<file path="src/rtl/trim_dither.sv">
module trim_dither #(
  parameter int FRAME       = 1000,
  parameter int THR_DEFAULT = 500,
  parameter logic [3:0] SLOW_CODE = 4'b0010,
  parameter logic [3:0] FAST_CODE = 4'b1100,
  localparam int CW = $clog2(FRAME + 1)
) (
  input  logic          clk,
  input  logic          rst_n,
  input  logic          half_evt,
  input  logic          thr_set,
  input  logic [CW-1:0] thr_val,
  input  logic          thr_up,
  input  logic          thr_dn,
  output logic [3:0]    trim_code
);
  localparam logic [CW-1:0] LAST = CW'(FRAME - 1);
  localparam logic [CW-1:0] TOP  = CW'(FRAME);

  logic [CW-1:0] cnt, thr_pend, thr_act;
  logic          wrap;

  assign wrap      = half_evt && (cnt == LAST);
  assign trim_code = (cnt < thr_act) ? SLOW_CODE : FAST_CODE;

  always_ff @(posedge clk) begin
    if (!rst_n) begin
      cnt      <= '0;
      thr_pend <= CW'(THR_DEFAULT);
      thr_act  <= CW'(THR_DEFAULT);
    end else begin
      if (half_evt) cnt <= wrap ? '0 : cnt + 1'b1;
      if (wrap) thr_act <= thr_pend;
      if (thr_set)
        thr_pend <= (thr_val > TOP) ? TOP : thr_val;
      else if (thr_up && !thr_dn && thr_pend != TOP)
        thr_pend <= thr_pend + 1'b1;
      else if (thr_dn && !thr_up && thr_pend != '0)
        thr_pend <= thr_pend - 1'b1;
    end
  end
endmodule


</file>
<file path="config.mk">
export PLATFORM = sky130hd
export DESIGN_NAME = trim_dither
export DESIGN_NICKNAME = d
export VERILOG_FILES = /design/src/rtl/trim_dither.sv
export SDC_FILE = /design/constraint.sdc
export NUM_CORES = 1
export LEC_CHECK = 0
export BUFFER_PORTS_ARGS = -buffer_cell sky130_fd_sc_hd__buf_2
export CAP_MARGIN = 5
export CORE_MARGIN = 10
export CORE_UTILIZATION = 58
export CTS_CLUSTER_SIZE = 10
export DETAILED_ROUTE_END_ITERATION = 7
export PLACE_DENSITY = 0.76
export SYNTH_ARGS = -nofsm -noshare
export SYNTH_HDL_FRONTEND = slang
export SYNTH_SLANG_ARGS = --single-unit
</file>
<file path="constraint.sdc">
create_clock -name clk -period 4.8 [get_ports clk]
set_clock_uncertainty 0.2 [all_clocks]
set_input_delay 0.24 -clock clk [delete_from_list [all_inputs] [get_ports clk]]
set_output_delay 0.24 -clock clk [all_outputs]
set_load 0.02 [all_outputs]
</file>
Word-level counts from Yosys, hierarchy flattened
Index checks and enable logic that the tools add are counted.
Widths: inputs -> output; s select.
{"block": "word_totals", "output_inout_bits": 4, "input_bits": 16, "register_bits": 30, "elab_cells": 25}
{"block": "op_classes", "n_reduce_logical": 9, "muxes": 6, "n_eq_ne": 2, "add_sub_neg": 3, "order_cmp": 2}
{"operator": "$mux 10", "n": 5}
{"operator": "$add 10x1->10 const B", "n": 2}
{"operator": "$eq 10x10->1 const B", "n": 1}
{"operator": "$gt 10x10->1 const B", "n": 1}
{"operator": "$lt 10x10->1", "n": 1}
{"operator": "$ne 10x10->1 const B", "n": 1}
{"operator": "$reduce_bool 10->1", "n": 1}
{"operator": "$sub 10x1->10 const B", "n": 1}
{"operator": "$logic_and 1x1->1", "n": 5}
{"operator": "$mux 4", "n": 1}
{"operator": "$reduce_bool 3->1", "n": 1}
{"operator": "$logic_not 1->1", "n": 2}

Longest topological paths before layout
{"block": "depth", "ltp_word": 6, "depth_mapped": 11, "depth_no_buf": 11}

Worst setup path before layout
No wires, ideal clock.
{"block": "synth_path", "path_type": "register to register", "from": "register thr_pend[0]", "to": "register thr_pend[8]", "arrival_ps": 2608, "setup_slack_ps": 1917, "setup_time_ps": 74, "t_required_ps": 4526, "period_less_slack_ps": 2883, "n_path_buf": 0, "path_stages_with_launch": 12, "cell_sequence": "dfxtp_1 > nor4_2 > nand4_1 > and2_4 > inv_1 > ha_1 > nor2b_1 > o21a_1 > nor2_1 > o21ai_0 > or4b_2 > a31oi_1"}
{"block": "synth_via", "elab_chain_cells": 4, "elab_cells_between_ends": 10, "cone_classes": "add/sub: 2; eq/ne: 1; mux: 3; reduce/logical: 4"}
{"element": "start, declared", "line_no": "20", "rtl": "logic [CW-1:0] cnt, thr_pend, thr_act;"}
{"element": "start signal, assigned", "line_no": "29", "rtl": "thr_pend <= CW'(THR_DEFAULT);"}
{"element": "start signal, assigned", "line_no": "35", "rtl": "thr_pend <= (thr_val > TOP) ? TOP : thr_val;"}
{"element": "start signal, assigned", "line_no": "37", "rtl": "thr_pend <= thr_pend + 1'b1;"}
{"element": "$sub 10x1->10 / $ne 10x10->1 (equally long branches)", "line_no": "39, 36"}
{"element": "$mux 10 / $logic_and 1x1->1 (equally long branches)", "line_no": "38, 36"}
{"element": "$mux 10", "line_no": "36", "rtl": "else if (thr_up && !thr_dn && thr_pend != TOP)"}
{"element": "$mux 10", "line_no": "34", "rtl": "if (thr_set)"}
Parallel ways exist; a longest one is shown, timed or not. The select of a mux whose other input is x is not followed.
A chain may end at the register's enable or synchronous reset.

Final worst setup path
Same ends and word-level chain as after synthesis.

==> metrics.md <==
| Metric | Value |
|---|---|
| Status | `finished, final reports clean` |
| H-tree depth | `2` |
| Cell count after synthesis | `about 240` |
| Most numerous cell in the Yosys netlist | `dfxtp_1` |
| First-pass GRT wire length | `7.32 mm` |
| Worst-skew pair later-pin latency | `330 ps` |
| Pin count of the biggest net entering global routing | `28` |
| DP Worst Slack | `between 1500 and 2000 ps` |
| Critical path peak fanout | `8` |
| Starting DRT DRC Count | `61` |
| CTS tree | `done` |
| I/O Buffers | `18` |
| EDFF count, synth | `0` |
| Setup CP Type | `flop to flop` |
| Yosys top cell area share | `a little under a third` |
| Die W | `about 79 um` |
| Rel. slew slack | `~51%` |
| CORE AREA | `~3300 um2` |
| Pwr/cell area | `279 nW/um2` |
| Mapped Nets | `about 280` |
| Setup TNS | `0 ps` |
| Layout area overhead | `8.98%` |
| Final Hold Fails | `0` |
| DRC | `0` |
| Async set-reset flop share out of synthesis | `0%` |
| Synth area leaders | `dfxtp_1 30%, ha_1 11%, mux2i_1 5.5%` |
| Area after DPL | `2090 um2` |
| Total gr overflow | `0` |
| Wirelength per Cell | `13.4 um` |
| Critical Path AT | `around 3200 ps` |
| Die area | `around 6000 um2` |
| Post-route antenna net violation count | `0` |
| Mean Syn Cell Area | `between 8 and 9 um2` |
| Sw Share | `between 20 and 30%` |
| Sink Count | `30` |
| Core Rows | `21` |
| Initial core utilization | `59.7%` |
| Total power | `between 0.0006 and 0.0007 W` |
| Seq pwr share | `about 45%` |
| N_diodes | `0` |
| Share of post-route cells with drive strength above 1 | `approximately 12%` |
| Mapped cell area | `around 2000 um2` |
| WL final | `about 4.1 mm` |
| #FFs+latches synth | `30` |
| Die Y | `78.6 um` |
| Hold Crit Class | `input port to flop` |
| Critical Path Start Type | `flop` |
| First-pass DRT Iterations | `4` |
| Routability cong. | `approximately 0.9` |
| Comb power frac | `22.1%` |
| Period utilisation layout | `about two thirds` |
| Number of global-route vias before repair | `between 1500 and 2000` |
| DR vias/cell | `between 5 and 6` |
| Post-CTS Setup Bufs | `0` |
| Critical path endpoint category | `flop` |
| Actual slew at the worst max-slew pin | `approximately 740 ps` |
| Via count | `roughly 1700` |
| Hold_buf cts | `0` |
| Synth cell count leaders | `30 x dfxtp_1, 27 x nor2_1, 21 x inv_1` |
| RSZ-0062 raised after global routing | `no` |
| Peak VDD IR | `between 0.1 and 0.15 mV` |
| Post-CTS resize count | `0` |
| FILL cells | `about 310` |
| Overall Global Routing Usage | `~14%` |
| I/O pin cnt | `20` |
| Final net count | `around 290` |
| Initial antenna violation count | `0` |
| Net Switching | `about 0.00017 W` |
| Final Util | `between 60% and 70%` |
| Register area share after synthesis | `30.1%` |
| LEAKAGE | `1.03 nW` |
| Clock-pin slew of the registers on the worst-case setup and hold paths | `~100 ps` |
| Design Area, Final | `between 2000 and 2500 um2` |
| Root Buffer | `clkbuf_4` |
| Final WS setup | `between 1500 and 2000 ps` |
| Leading area contributor after synthesis | `dfxtp_1` |
| Ys Warns | `0` |
| Fmax achieved | `around 320 MHz` |
| Synth Flop Type | `dfxtp_1` |
| HPWL Detailed | `approximately 3.1 mm` |
| Max-cap violations | `0` |
| Count of final setup violators | `0` |
| Clock tree buffer depth | `2` |
| TritonCTS buffer count | `5` |
| CP required | `4870 ps` |
| Unique cell type count in the Yosys netlist | `between 40 and 50` |
| Internal power | `0.000431 W` |
| Max Transition Viols Final | `0` |
| Clock power share | `around a third` |
| Min Tclk post-route | `between 3000 and 4000 ps` |
==> area by class of cell <==
cell class / instances / area [um2] / share of cell area (%)
clock buffer: 5 / 37.5 / 1.73
timing repair buffer: 18 / 90.1 / 4.15
multi-input combinational: 180 / 1270 / 58.4
inverter: 21 / 78.8 / 3.63
sequential: 30 / 601 / 27.6
clock inverter: 3 / 40.0 / 1.84
tap: 46 / 57.6 / 2.65
==> layer usage <==
layer	vias to the layer above	wire length (um)	track usage (%)
met5	-	0	0
met4	0	75	6.45
met3	5	122	3.42
met2	27	1930	24.4
met1	795	1950	16.5
li1	878	-	-
==> per-stage QoR <==
step,cells,hold slack [ps]
after floorplan,241,198
after global placement,295,258
after detailed placement,295,264
after CTS,303,21.3
after global routing,303,44.8
final,303,38.8
==> cell usage in the layout, fill, tap and decap left out, types with 6 or more instances in the layout <==
master	synthesis	routed
mux2i_1	11	11
xnor2_1	8	8
buf_2	1	18
nor2b_1	6	6
nand2_1	13	13
a21oi_1	10	10
nand3_1	10	10
o21ai_0	12	12
ha_1	18	18
dfxtp_1	30	30
inv_1	21	21
nor2_1	27	27
==> path summary, 6_finish.rpt <==
kind                     from           to  slack (ps)  cells past startpoint
hold reg to reg    thr_act[7]   thr_act[7]         280                      2
hold / removal       half_evt       cnt[1]          40                      3
setup reg to reg  thr_pend[0]  thr_pend[8]        1630                     11
setup / recovery  thr_pend[0]  thr_pend[8]        1630                     11
==> registers in the layout (all words and copies together) (netlist names) <==
register  count
cnt          10
thr_act      10
thr_pend     10
==> power by group through the flow <==
stage / combinational, W / clock [W] / sequential (W)
floorplan: 0.000105 / 0 / 0.000276
global placement: 0.000130 / 0 / 0.000280
detailed placement: 0.000132 / 0 / 0.000281
CTS: 0.000133 / 0.000203 / 0.000275
global route: 0.000150 / 0.000213 / 0.000277
finish: 0.000134 / 0.000197 / 0.000275
==> cell families after synthesis <==
family,Yosys count,share of synthesized area (%)
adder cells (fa/ha/maj),19,12.3
other,1,0.188
XOR/XNOR,12,5.27
AO/OA/AOI/OAI,57,19.7
AND/OR/NAND/NOR,80,20.6
buffers and inverters,31,6.28
multiplexers,11,5.52
flip-flops,30,30.1
==> worst max-delay path: stages, from the launching register on <==
cell,delay (ps)
dfxtp_1,370
nor4_2,340
nand4_1,160
and2_4,170
inv_1,190
ha_1,320
nor2b_1,170
o21a_1,160
nor2_1,110
o21ai_0,130
or4b_2,620
a31oi_1,170
(Power assumes the default switching activity.)
